$ cat src/rtl/tfj_pkg.sv
package tfj_pkg;

  // A stage latch is open when its done phase equals the merged ack phase.
  function automatic logic phase_match(input logic a, input logic b);
    return ~(a ^ b);
  endfunction

endpackage

$ cat src/rtl/tfj_celem.sv
module tfj_celem #(
  parameter int N = 2
) (
  input  logic         clk,
  input  logic         rst_n,
  input  logic [N-1:0] in_ph,
  output logic         out_ph
);
  logic all_hi;
  logic all_lo;

  assign all_hi = &in_ph;
  assign all_lo = ~|in_ph;

  always_ff @(posedge clk or negedge rst_n) begin
    if (!rst_n)      out_ph <= 1'b0;
    else if (all_hi) out_ph <= 1'b1;
    else if (all_lo) out_ph <= 1'b0;
  end
endmodule

$ cat src/rtl/tfj_stage.sv
module tfj_stage #(
  parameter int W = 8
) (
  input  logic         clk,
  input  logic         rst_n,
  input  logic         req_in,
  input  logic [W-1:0] data_in,
  input  logic         ack_in,
  output logic         done_ph,
  output logic [W-1:0] data_q
);
  import tfj_pkg::*;

  logic open_q;
  logic take;

  assign open_q = phase_match(done_ph, ack_in);
  assign take   = open_q && (req_in != done_ph);

  always_ff @(posedge clk or negedge rst_n) begin
    if (!rst_n) begin
      done_ph <= 1'b0;
      data_q  <= '0;
    end else if (take) begin
      done_ph <= req_in;
      data_q  <= data_in;
    end
  end
endmodule

$ cat src/rtl/tfj_fork.sv
module tfj_fork #(
  parameter int W  = 8,
  parameter int NB = 3
) (
  input  logic            clk,
  input  logic            rst_n,
  input  logic            req_in,
  input  logic [W-1:0]    data_in,
  output logic            ack_out,
  output logic [NB-1:0]   req_out,
  output logic [NB*W-1:0] data_out,
  input  logic [NB-1:0]   ack_in
);
  logic         ack_merged;
  logic         done_ph;
  logic [W-1:0] held;

  tfj_celem #(.N(NB)) u_ack_c (
    .clk(clk), .rst_n(rst_n), .in_ph(ack_in), .out_ph(ack_merged)
  );

  tfj_stage #(.W(W)) u_stage (
    .clk(clk), .rst_n(rst_n),
    .req_in(req_in), .data_in(data_in),
    .ack_in(ack_merged),
    .done_ph(done_ph), .data_q(held)
  );

  assign ack_out = done_ph;

  for (genvar b = 0; b < NB; b++) begin : g_branch
    assign req_out[b]          = done_ph;
    assign data_out[b*W +: W]  = held;
  end
endmodule

$ cat src/rtl/tfj_join.sv
module tfj_join #(
  parameter int W  = 8,
  parameter int NJ = 3
) (
  input  logic            clk,
  input  logic            rst_n,
  input  logic [NJ-1:0]   req_in,
  input  logic [NJ*W-1:0] data_in,
  output logic [NJ-1:0]   ack_out,
  output logic            req_out,
  output logic [NJ*W-1:0] data_out,
  input  logic            ack_in
);
  localparam int DW = NJ * W;

  logic req_merged;
  logic done_ph;

  tfj_celem #(.N(NJ)) u_req_c (
    .clk(clk), .rst_n(rst_n), .in_ph(req_in), .out_ph(req_merged)
  );

  tfj_stage #(.W(DW)) u_stage (
    .clk(clk), .rst_n(rst_n),
    .req_in(req_merged), .data_in(data_in),
    .ack_in(ack_in),
    .done_ph(done_ph), .data_q(data_out)
  );

  assign req_out = done_ph;

  for (genvar s = 0; s < NJ; s++) begin : g_src
    assign ack_out[s] = done_ph;
  end
endmodule

$ cat src/rtl/tfj_fabric.sv
module tfj_fabric #(
  parameter int W  = 8,
  parameter int NB = 3,
  parameter int NJ = 3
) (
  input  logic            clk,
  input  logic            rst_n,
  input  logic            fk_req_in,
  input  logic [W-1:0]    fk_data_in,
  output logic            fk_ack_out,
  output logic [NB-1:0]   fk_req_out,
  output logic [NB*W-1:0] fk_data_out,
  input  logic [NB-1:0]   fk_ack_in,
  input  logic [NJ-1:0]   jn_req_in,
  input  logic [NJ*W-1:0] jn_data_in,
  output logic [NJ-1:0]   jn_ack_out,
  output logic            jn_req_out,
  output logic [NJ*W-1:0] jn_data_out,
  input  logic            jn_ack_in
);
  tfj_fork #(.W(W), .NB(NB)) u_fork (
    .clk(clk), .rst_n(rst_n),
    .req_in(fk_req_in), .data_in(fk_data_in), .ack_out(fk_ack_out),
    .req_out(fk_req_out), .data_out(fk_data_out), .ack_in(fk_ack_in)
  );

  tfj_join #(.W(W), .NJ(NJ)) u_join (
    .clk(clk), .rst_n(rst_n),
    .req_in(jn_req_in), .data_in(jn_data_in), .ack_out(jn_ack_out),
    .req_out(jn_req_out), .data_out(jn_data_out), .ack_in(jn_ack_in)
  );
endmodule

$ cat config.mk
export PLATFORM = sky130hd
export DESIGN_NAME = tfj_fabric
export DESIGN_NICKNAME = d
export VERILOG_FILES = /design/src/rtl/tfj_pkg.sv /design/src/rtl/tfj_celem.sv /design/src/rtl/tfj_stage.sv /design/src/rtl/tfj_fork.sv /design/src/rtl/tfj_join.sv /design/src/rtl/tfj_fabric.sv
export SDC_FILE = /design/constraint.sdc
export NUM_CORES = 1
export LEC_CHECK = 0
export BUFFER_PORTS_ARGS = -buffer_cell sky130_fd_sc_hd__buf_2
export CORE_ASPECT_RATIO = 0.6
export CORE_UTILIZATION = 45
export CTS_BUF_LIST = sky130_fd_sc_hd__clkbuf_16
export CTS_CLUSTER_DIAMETER = 60
export DETAILED_ROUTE_END_ITERATION = 7
export PLACE_DENSITY_LB_ADDON = 0.1
export SYNTH_ARGS = -nofsm -noshare
export SYNTH_HDL_FRONTEND = slang
export SYNTH_SLANG_ARGS = --single-unit
$ cat constraint.sdc
create_clock -name clk -period 1.67 [get_ports clk]
set_input_delay 0.501 -clock clk [delete_from_list [all_inputs] [get_ports clk]]
set_output_delay 0.501 -clock clk [all_outputs]
set_load 0.05 [all_outputs]
* Word-level counts from Yosys, hierarchy flattened
Cells that the tools add are included.
** Operators by class
- Equal/unequal tests :: 4
- Bitwise logic cells :: 4
- Reduce and logical (&&, ||, !) cells :: 6
- Mux-type cells :: 4
** Operators with widths (number)
- $reduce_and 3->1 :: 2
- $reduce_or 3->1 :: 2
- $mux 1 :: 4
- $ne 2x2->1 const B :: 2
- $logic_and 1x1->1 :: 2
- $ne 1x1->1 :: 2
- $not 1->1 :: 2
- $xor 1x1->1 :: 2
** Word-level totals
- Output and inout bits :: 56
- Input port bits :: 42
- Register bits after elaboration :: 36

* Longest topological paths before layout
Gate-level depths: netlist of run 1.
- Word-level depth :: 3
- Depth in mapped cells :: 5

* Cells and area by module
A second synthesis of run 1 with hierarchy kept.
** Second synthesis, totals
- Cells, all modules :: 227
- Area total of the unflattened synthesis :: 2189.6 um^2
** Modules (own cells, without submodules)
- tfj_stage (u_join.u_stage) :: area each 1406.3 um^2, times used 1, cells an instance 143
- tfj_stage (u_fork.u_stage) :: area each 530.5 um^2, times used 1, cells an instance 52
- tfj_fork :: area each 142.6 um^2, times used 1, cells an instance 19
- tfj_celem :: area each 43.8 um^2, times used 2, cells an instance 5
- tfj_join :: area each 22.5 um^2, times used 1, cells an instance 3

* Least setup slack after synthesis of run 1
No wires, ideal clock.
- Path kind :: reg2reg
- From :: register u_join.u_stage.done_ph
- To :: register u_join.u_stage.data_q[0]
- Cell stages (with the launch flop) :: 6
- Data required time :: 1.604 ns
- Period minus slack after synthesis :: 1.674 ns
- Setup slack :: -0.004 ns
- Buffers on the path :: 2
- Arrival :: 1.608 ns
- Cell sequence :: dfrtp_1 buf_2 nand2_1 mux2i_2 buf_6 o221a_2
** On the way
- Longest elaborated chain between the ends :: 3
- Elaborated cells on any way between the ends :: 4
- Classes of those cells :: eq/ne (1); bitwise (2); reduce/logical (1)
** Ends and longest elaborated chain
- start, declared :: line tfj_stage.sv:9 : output logic done_ph,
- start signal, assigned :: line tfj_stage.sv:25 : done_ph <= req_in;
- $xor 1x1->1 :: line tfj_pkg.sv:5 : return ~(a ^ b);
- $not 1->1 :: line tfj_pkg.sv:5
- $logic_and 1x1->1 (*) :: line tfj_stage.sv:18 : assign take = open_q && (req_in != done_ph);
- end signal, assigned :: line tfj_stage.sv:26 : data_q <= data_in;
- end, declared :: line tfj_stage.sv:10 : output logic [W-1:0] data_q
Every way passes the cells marked *; elsewhere a longest branch is shown, timed or not.
A chain may end at the register's enable or synchronous reset.

* Worst setup path after layout of run 1
- From :: register u_join.u_stage.done_ph
- To :: output port jn_ack_out[2]
** RTL lines
- end, declared :: line tfj_fabric.sv:16 : output logic [NJ-1:0] jn_ack_out,
No word-level cell between the ends.

==> out/metrics.cfg, run 1 <==
[setup_path]
crit_required_ns = 1.17
path_cells = buf_2
critPathTopFamily = flip-flops
slowest_delay_ns = 0.54
worstPathMaxFanout = 18
path_buf_inv = 1
endpoint_kind = primary output
cp.arrival_ns = 1.13
crit_path_start_kind = register
cp_slowest_cell = dfrtp_2
path_class = register to primary output

[die]
core_um2 = 4590
initial_core_util_pct = 46.9
die_h_um = 55.6
rows = 19
pin_count = 98
die_x_um = 91.3
dieArea_um2 = 5070

[clock_network]
clock_latency_ns = 0.27
htree_levels = 2
cts_resized = 0
clockRootBuffer = clkbuf_16
cts_hold_buf = 0
cts.sinks = 36
cts_setup_buffers = 0
clkTransAtPathRegs_ns = 0.06
cts-buffers-inserted = 5
cts_buffer_depth = 2
cts_tree = done

[timing]
fin_crit_sh_pct = 97.9
final_hold_viol_count = 0
fin_setup_tns_ns = 0
min_period_ns = 1.63
fmax_mhz = 612
worst_pin_slew_ns = 0.686
slew_headroom_pct = 53.0
rsz0062_at_grt = true
drv_slew = 0
fin_skew_ns = 0.00333
setup_viol = 0

[run]
cap_viol_max_count = 0

[layout]
fin_cells = 368
fin_nets = 346
multi_input_area_um2 = 982
antennaDiodeCount = 0
utilization_pct = 59.6
area_growth_pct = 27.1
drive_above_1_share_pct = 49.5
register_area_um2 = 902
fill_cells = 423

[pwr]
power_frac_seq_pct = 26.3
p_sw_mw = 3.22
cellPowerDensity_nw_per_um2 = 2190
leakage_nw = 1.19
finalPower_mw = 5.99
pwr-share-comb_pct = 56.5
peakVddDrop_v = 0.000760
p_int_mw = 2.77
pwr-share-clk_pct = 17.2
netSwitchingFraction_pct = 53.7

[synth]
synth.top_cell.area_share_pct = 41.8
postSynthCellCount = 227
yosysSeqAreaShare_pct = 41.8
yosysWarningCount = 0
avgSynthCellArea_um2 = 9.49
yosysUniqueCellTypes = 16
synthesis.area_um2 = 2150
syn-num-nets = 269
ys_seq_elements = 36
synth_area_leaders = dfrtp_1, o221a_2, nor3b_1
yosys.area.top_type = dfrtp_1

[placement]
dp_hpwl_mm = 3.68
routabilityCongestion = 0.696
port_buffers = 97
place_inst = 360

[grt]
grt_overflow = 0
grt_max_degree = 37
grt_pass1_wl_mm = 8.48
grt_antenna_before_repair = 0
grt_use_total_pct = 21.0
grt_pass1_vias = 1748

[drt]
drc = 0
vias = 2030
wire_per_inst_um = 14.5
routed_wl_mm = 5.34
avgViaCountPerCell = 5.52
dr.pass1.iters = 4
first_iter_violations = 108
ant_nets = 0

[outcome]
status = finished clean

[worst_hold_path]
hold_class = input port to async pin

[logic make-up (layout without fill, tap and decap cells)]
logic type             after synthesis  count (layout)  share of synthesized area (%)
and+or+nand+nor                     74              74                           18.5
DFF                                 36              36                           41.8
AOI/OAI and AO/OA                   72              72                           26.0
buffers and inverters               43             121                           12.6
muxes                                2               2                           1.10
[area by class of cell]
| class | count | share of cell area, % |
|---|---|---|
| inverters | 2 | 0.274 |
| repair buffers | 111 | 22.0 |
| multi-input cells | 148 | 35.9 |
| flip-flops and latches | 36 | 33.0 |
| well taps | 63 | 2.88 |
| clock buffers | 5 | 4.57 |
| clock inverters | 3 | 1.37 |
[final timing paths]
path / cells past startpoint / start / to / slack (ns)
min in group clk: 3 / fk_ack_in[2] / u_fork.u_ack_c.out_ph / 0.47
worst min-delay path: 2 / rst_n / u_join.u_stage.data_q[5] / 0.18
worst max register to register: 3 / u_fork.u_ack_c.out_ph / u_fork.u_stage.data_q[7] / 0.24
worst min register to register: 1 / u_join.u_stage.data_q[8] / u_join.u_stage.data_q[8] / 0.57
worst max-delay path: 1 / u_join.u_stage.done_ph / jn_ack_out[2] / 0.04
max in group asynchronous: 2 / rst_n / u_join.u_stage.done_ph / 1.28
[state kept, by name (all words and copies together) (netlist names)]
register / cells
u_fork.u_stage.data_q: 8
u_join.u_req_c.out_ph: 1
u_fork.u_stage.done_ph: 1
u_fork.u_ack_c.out_ph: 1
u_join.u_stage.done_ph: 1
u_join.u_stage.data_q: 24
[metrics by stage]
step / instance area [um^2] / setup slack, ns / hold slack, ns
detailed placement: 2570 / 0.0845 / 0.481
finish: 2740 / 0.0351 / 0.184
floorplan: 2150 / 0.159 / 0.205
global placement: 2570 / 0.0882 / 0.481
global route: 2740 / -0.0166 / 0.202
CTS: 2740 / 0.0214 / 0.195
[synth_stat cells]
| cell | instances |
|---|---|
| a21oi_1 | 2 |
| mux2i_2 | 1 |
| buf_1 | 1 |
| nor2_1 | 36 |
| buf_4 | 23 |
| o21ai_1 | 5 |
| o21ai_0 | 33 |
| buf_2 | 6 |
| inv_1 | 2 |
| mux2i_1 | 1 |
| buf_6 | 2 |
| dfrtp_1 | 36 |
| o221a_2 | 32 |
| nor3b_1 | 32 |
| clkbuf_1 | 9 |
| nand2_1 | 6 |
[worst register-to-register path, delay by kind of cell (launching register included)]
family / cells / cell delay [ns]
multiplexers: 1 / 0.53
flip-flops: 1 / 0.45
AO/OA/AOI/OAI: 1 / 0.32
AND/OR/NAND/NOR: 1 / 0.07
[power groups by stage]
stage / combinational, mW / sequential (mW) / clock (mW)
after floorplan: 1.73 / 2.72 / 0
after global placement: 3.36 / 1.57 / 0
after detailed placement: 3.40 / 1.56 / 0
after CTS: 3.40 / 1.57 / 1.05
after global routing: 3.52 / 1.63 / 1.08
final: 3.39 / 1.57 / 1.03
[placed cells by master, fill, tap and decap left out]
| master | Yosys | routed |
|---|---|---|
| a21oi_1 | 2 | 2 |
| buf_12 | 0 | 1 |
| buf_2 | 6 | 97 |
| buf_4 | 23 | 13 |
| bufinv_16 | 0 | 1 |
| clkbuf_16 | 0 | 5 |
| clkinv_1 | 0 | 2 |
| dfrtp_1 | 36 | 35 |
| dfrtp_2 | 0 | 1 |
| inv_1 | 2 | 2 |
| mux2i_1 | 1 | 1 |
| mux2i_2 | 1 | 1 |
| nand2_1 | 6 | 6 |
| nor2_1 | 36 | 36 |
| nor3b_1 | 32 | 32 |
| o21ai_0 | 33 | 33 |
| o21ai_1 | 5 | 5 |
| o221a_2 | 32 | 32 |
[layer usage]
metal	share of wire, %	vias to the layer above	track usage, %
li1	-	969	-
met1	52	987	32.1
met2	42	72	30.6
met3	6.4	2	5.05
met4	0.30	0	3.63
met5	0	-	0
Power figures use the tool's default switching activity.
==> run 2: changes to the inputs <==
--- a/config.mk
+++ b/config.mk
@@ -5,9 +5,10 @@
 export SDC_FILE = /design/constraint.sdc
 export NUM_CORES = 1
 export LEC_CHECK = 0
+export ABC_AREA = 1
 export BUFFER_PORTS_ARGS = -buffer_cell sky130_fd_sc_hd__buf_2
 export CORE_ASPECT_RATIO = 0.6
-export CORE_UTILIZATION = 45
+export CORE_UTILIZATION = 43
 export CTS_BUF_LIST = sky130_fd_sc_hd__clkbuf_16
 export CTS_CLUSTER_DIAMETER = 60
 export DETAILED_ROUTE_END_ITERATION = 7
==> out/metrics.cfg, run 2 <==
[timing]
setup_viol = 0
rsz0062_at_grt = false
fmax_mhz = 655
slew_headroom_pct = 70.6
drv_slew = 0
final_hold_viol_count = 0
fin_crit_sh_pct = 91.4
worst_slack_ns = 0.144
fin_setup_tns_ns = 0
worst_pin_slew_ns = 0.441
min_period_ns = 1.53
fin_skew_ns = 0.00182

[synth]
avgSynthCellArea_um2 = 8.95
postSynthCellCount = 184
yosys.area_share.simple_pct = 30.4
synth.top_cell.area_share_pct = 54.7
yosysSeqAreaShare_pct = 54.7
synth_mux_area_share_pct = 0
synthArstFlopShare_pct = 100
yosysWarningCount = 0
synth_edf_count = 0
yosysUniqueCellTypes = 13
synth_commonest_cells = nand2_1, dfrtp_1, nand3_1, buf_4, inv_1
syn-num-nets = 226
synth_fa_ha_area_share_pct = 0
yosysMostFrequentCell = nand2_1
synthesis.area_um2 = 1650
synth-main-ff-cell = dfrtp_1
synth-xor-area-share_pct = 0
synth_compound_gate_area_share_pct = 0.608
ys_seq_elements = 36
synth_top_family_by_area = simple AND/OR/NAND/NOR gates
yosys.area.top_type = dfrtp_1
synth_area_leaders = dfrtp_1, nand2_1, buf_4

[layout]
fill_cells = 307
top_regs = u_join.u_stage.data_q: 24 flops, u_fork.u_stage.data_q: 8 flops
final_common_cell = buf_2
design_area_um2 = 2160
utilization_pct = 62.8
largest_register_ffs = 24
top_register = u_join.u_stage.data_q
drive_above_1_share_pct = 43.2
area_growth_pct = 31.2
final_cell_mix = buf_2, nand2_1, dfrtp_1
antennaDiodeCount = 0
fin_nets = 305

[grt]
grt_max_degree = 37
grt_pass1_vias = 1284
grt_use_total_pct = 19.0
grt_antenna_before_repair = 0
grt_pass1_wl_mm = 5.74
grt_overflow = 0

[placement]
routabilityCongestion = 0.693
dp_hpwl_mm = 2.48
dp_slack_ns = 0.270
port_buffers = 97
dpl_cell_area_um2 = 2000

[setup_path]
endpoint_kind = primary output
critPathTopFamily = flip-flops
worstPathMaxFanout = 6
reg2reg_slack_ns = 0.49
timing.rr.start = u_fork.u_ack_c.out_ph
path_class = register to primary output
cp_slowest_cell = dfrtp_1
slowest_delay_ns = 0.45
path_buf_inv = 1
crit_required_ns = 1.17
crit_path_start_kind = register
cp-startpoint = u_join.u_stage.done_ph
path_cells = buf_2
cp.arrival_ns = 1.03

[outcome]
status = finished clean

[drt]
vias = 1399
routed_wl_mm = 3.40
first_iter_violations = 18
wl_met1_mm = 1.62
wire_per_inst_um = 11.0
wl_met2_mm = 1.47
ant_nets = 0
dr.pass1.iters = 4
dr_wl_met3_um = 280
drc = 0
avgViaCountPerCell = 4.53
top_layer_used = met4

[clock_network]
clock_latency_ns = 0.27
cts_tree = done
cts_buffer_depth = 2
cts-buffers-inserted = 5
clockRootBuffer = clkbuf_16
clkTransAtPathRegs_ns = 0.05
cts_hold_buf = 0
htree_levels = 2
cts.sinks = 36
cts_resized = 0
cts_setup_buffers = 0

[die]
die_x_um = 81.9
pin_count = 98
rows = 16
die_h_um = 49.9
initial_core_util_pct = 47.8
core_um2 = 3440
dieArea_um2 = 4090

[pwr]
netSwitchingFraction_pct = 54.5
peakVddDrop_v = 0.00164
cellPowerDensity_nw_per_um2 = 2520
power_frac_seq_pct = 26.1
pwr-share-clk_pct = 18.6
pwr-share-comb_pct = 55.2
p_sw_mw = 2.97
p_int_mw = 2.47
leakage_nw = 1.28

[run]
cap_viol_max_count = 0

[worst_hold_path]
hold_class = input port to async pin

==> run 2: changes by cell type after synthesis, sizes merged, moves of 9 or more <==
cell	delta
nor2	-36
nor3b	-32
nand2	+68
nand3	+34
o221a	-32
clkbuf	-9
o21ai	-38
==> run 2: kinds of logic after synthesis <==
family                 count (synthesis)
AOI/OAI and AO/OA                      2
buffers and inverters                 34
DFF                                   36
and+or+nand+nor                      112
==> run 2: path summary, 6_finish.rpt <==
kind	end	cells past startpoint
min in group clk	u_join.u_stage.data_q[9]	3
worst max register to register	u_fork.u_stage.data_q[6]	6
worst min-delay path	u_join.u_stage.done_ph	2
worst min register to register	u_join.u_stage.data_q[9]	2
worst max-delay path	jn_ack_out[1]	1
max in group asynchronous	u_join.u_stage.data_q[18]	2
==> run 2: final cells by class <==
cell class	instances	area [um^2]	share of cell area, %
Tap cell	45	56.3	2.61
Clock buffer	5	125	5.79
Inverter	6	22.5	1.04
Clock inverter	3	37.5	1.74
Multi-Input combinational cell	114	510	23.6
Timing Repair Buffer	100	508	23.5
Sequential cell	36	901	41.7
==> run 2: metrics by stage <==
step	hold WS, ns	power [mW]	instances
CTS	0.270	5.49	309
finish	0.252	5.44	309
floorplan	0.205	4.06	184
global route	0.301	5.76	309
global placement	0.451	4.45	301
detailed placement	0.457	4.46	301
==> run 2: routing by layer <==
metal / up-vias / GRT usage (%)
li1: 722 / -
met1: 614 / 25.1
met2: 58 / 28.5
met3: 5 / 6.85
met4: 0 / 7.02
met5: - / 0
==> run 2: power by group through the flow <==
stage	registers, mW	clock network (mW)	logic (mW)
floorplan	2.58	0	1.47
finish	1.42	1.01	3.01
global placement	1.43	0	3.02
CTS	1.43	1.03	3.03
global route	1.48	1.09	3.19
detailed placement	1.43	0	3.03
==> run 3: changes to the inputs <==
--- a/config.mk
+++ b/config.mk
@@ -8,11 +8,13 @@
 export ABC_AREA = 1
 export BUFFER_PORTS_ARGS = -buffer_cell sky130_fd_sc_hd__buf_2
 export CORE_ASPECT_RATIO = 0.6
-export CORE_UTILIZATION = 43
+export CORE_UTILIZATION = 40
 export CTS_BUF_LIST = sky130_fd_sc_hd__clkbuf_16
 export CTS_CLUSTER_DIAMETER = 60
 export DETAILED_ROUTE_END_ITERATION = 7
+export MAX_ROUTING_LAYER = met4
 export PLACE_DENSITY_LB_ADDON = 0.1
 export SYNTH_ARGS = -nofsm -noshare
 export SYNTH_HDL_FRONTEND = slang
+export SYNTH_HIERARCHICAL = 1
 export SYNTH_SLANG_ARGS = --single-unit
==> out/metrics.cfg, run 3 <==
[outcome]
status = finished clean

[layout]
antennaDiodeCount = 0
top_register = u_join/u_stage/data_q
final_common_cell = buf_2
area_growth_pct = 29.4
design_area_um2 = 2300
largest_register_ffs = 24
final_cell_mix = buf_2, nand2_1, dfrtp_1
top_regs = u_join/u_stage/data_q: 24 flops, u_fork/u_stage/data_q: 8 flops
drive_above_1_share_pct = 50.4
fin_nets = 315

[die]
rows = 18
pin_count = 98
core_um2 = 4190
initial_core_util_pct = 42.4
dieArea_um2 = 4720
die_x_um = 88.0
die_h_um = 53.6

[synth]
syn-num-nets = 236
synth_mux_area_share_pct = 0
synth_edf_count = 0
synth.top_cell.area_share_pct = 50.7
synthArstFlopShare_pct = 100
synth_compound_gate_area_share_pct = 0
yosysSeqAreaShare_pct = 50.7
synth_area_leaders = dfrtp_1, buf_4, nand2_1
synthesis.area_um2 = 1780
yosysWarningCount = 6
ys_seq_elements = 36
avgSynthCellArea_um2 = 9.16
postSynthCellCount = 194
synth_commonest_cells = nand2_1, dfrtp_1, nand3_1, buf_4, nand2_2
yosysMostFrequentCell = nand2_1
synth-main-ff-cell = dfrtp_1
synth_top_family_by_area = simple AND/OR/NAND/NOR gates
yosys.area_share.simple_pct = 33.5
synth-xor-area-share_pct = 0
synth_fa_ha_area_share_pct = 0
yosysUniqueCellTypes = 13
yosys.area.top_type = dfrtp_1

[setup_path]
crit_path_start_kind = register
path_class = register to primary output
worstPathMaxFanout = 6
slowest_delay_ns = 0.47
cp_slowest_cell = dfrtp_1
path_cells = buf_2
endpoint_kind = primary output
reg2reg_slack_ns = 0.50
crit_required_ns = 1.17
critPathTopFamily = flip-flops
path_buf_inv = 1
cp.arrival_ns = 1.06

[pwr]
leakage_nw = 1.35
cellPowerDensity_nw_per_um2 = 2430
peakVddDrop_v = 0.00109

[grt]
grt_pass1_vias = 1291
grt_overflow = 0
grt_use_total_pct = 17.3
grt_max_degree = 37
grt_antenna_before_repair = 0
grt_pass1_wl_mm = 5.82

[timing]
fin_setup_tns_ns = 0
setup_viol = 0
fin_crit_sh_pct = 93.3
fmax_mhz = 642
worst_pin_slew_ns = 0.259
slew_headroom_pct = 82.8
final_hold_viol_count = 0
fin_skew_ns = 0.00226
min_period_ns = 1.56
drv_slew = 0
rsz0062_at_grt = false

[placement]
port_buffers = 97
routabilityCongestion = 0.718
dpl_cell_area_um2 = 2140
dp_hpwl_mm = 2.73

[clock_network]
cts_tree = done
cts_setup_buffers = 0
cts-buffers-inserted = 5
clockRootBuffer = clkbuf_16
cts_buffer_depth = 2
clock_latency_ns = 0.27
clkTransAtPathRegs_ns = 0.05
cts.sinks = 36
cts_hold_buf = 0
htree_levels = 2
cts_resized = 0

[drt]
routed_wl_mm = 3.63
dr.pass1.iters = 4
wire_per_inst_um = 10.9
drc = 0
vias = 1452
first_iter_violations = 53
ant_nets = 0
avgViaCountPerCell = 4.35

[run]
cap_viol_max_count = 0

[worst_hold_path]
hold_class = input port to async pin

==> run 3: per-stage QoR <==
stage | setup slack (ns) | power, mW | util [%] | hold WS (ns) | cells
after floorplan | 0.145 | 4.22 | - | 0.205 | 194
after global placement | 0.329 | 4.59 | 51.0 | 0.464 | 326
after detailed placement | 0.316 | 4.61 | 51.0 | 0.466 | 326
after CTS | 0.101 | 5.64 | 54.9 | 0.188 | 334
after global routing | 0.0539 | 5.87 | 54.9 | 0.199 | 334
final | 0.112 | 5.58 | 54.9 | 0.178 | 334
==> run 3: cell families (layout without fill, tap and decap cells) <==
logic type / Yosys count / in the layout
DFF: 36 / 36
buffers and inverters: 40 / 120
and+or+nand+nor: 118 / 118
==> run 3: report_power, final <==
group | switching [mW] | total, mW | leakage, nW | internal [mW]
logic | 2.49 | 3.11 | 0.831 | 0.629
clock network | 0.323 | 1.02 | 0.0789 | 0.692
registers | 0.246 | 1.45 | 0.439 | 1.21
total | 3.05 | 5.58 | 1.35 | 2.53
==> run 3: area by class of cell <==
class	count	area [um^2]
fill	414	1890
clock inverter	3	37.5
clock buffer	5	125
inverter	12	45.0
tap	60	75.1
multi-input combinational	118	596
timing repair buffer	100	520
sequential	36	901
==> run 3: layer usage <==
| layer | vias up | GRT usage, % | wire (um) |
|---|---|---|---|
| li1 | 741 | - | - |
| met3 | 5 | 5.52 | 254 |
| met2 | 49 | 24.2 | 1490 |
| met1 | 657 | 23.7 | 1860 |
| met5 | - | - | 0 |
| met4 | 0 | 5.65 | 21 |
==> run 3: final timing paths <==
check	end	depth (start not counted)	from
max in group asynchronous	u_join/u_req_c/out_ph	2	rst_n
worst min-delay path	u_join/u_stage/data_q[1]	2	rst_n
worst min register to register	u_join/u_stage/data_q[0]	2	u_join/u_stage/data_q[0]
min in group clk	u_join/u_stage/data_q[2]	3	jn_data_in[2]
worst max-delay path	jn_ack_out[1]	1	u_join/u_stage/done_ph
worst max register to register	u_join/u_stage/data_q[9]	5	u_join/u_stage/done_ph
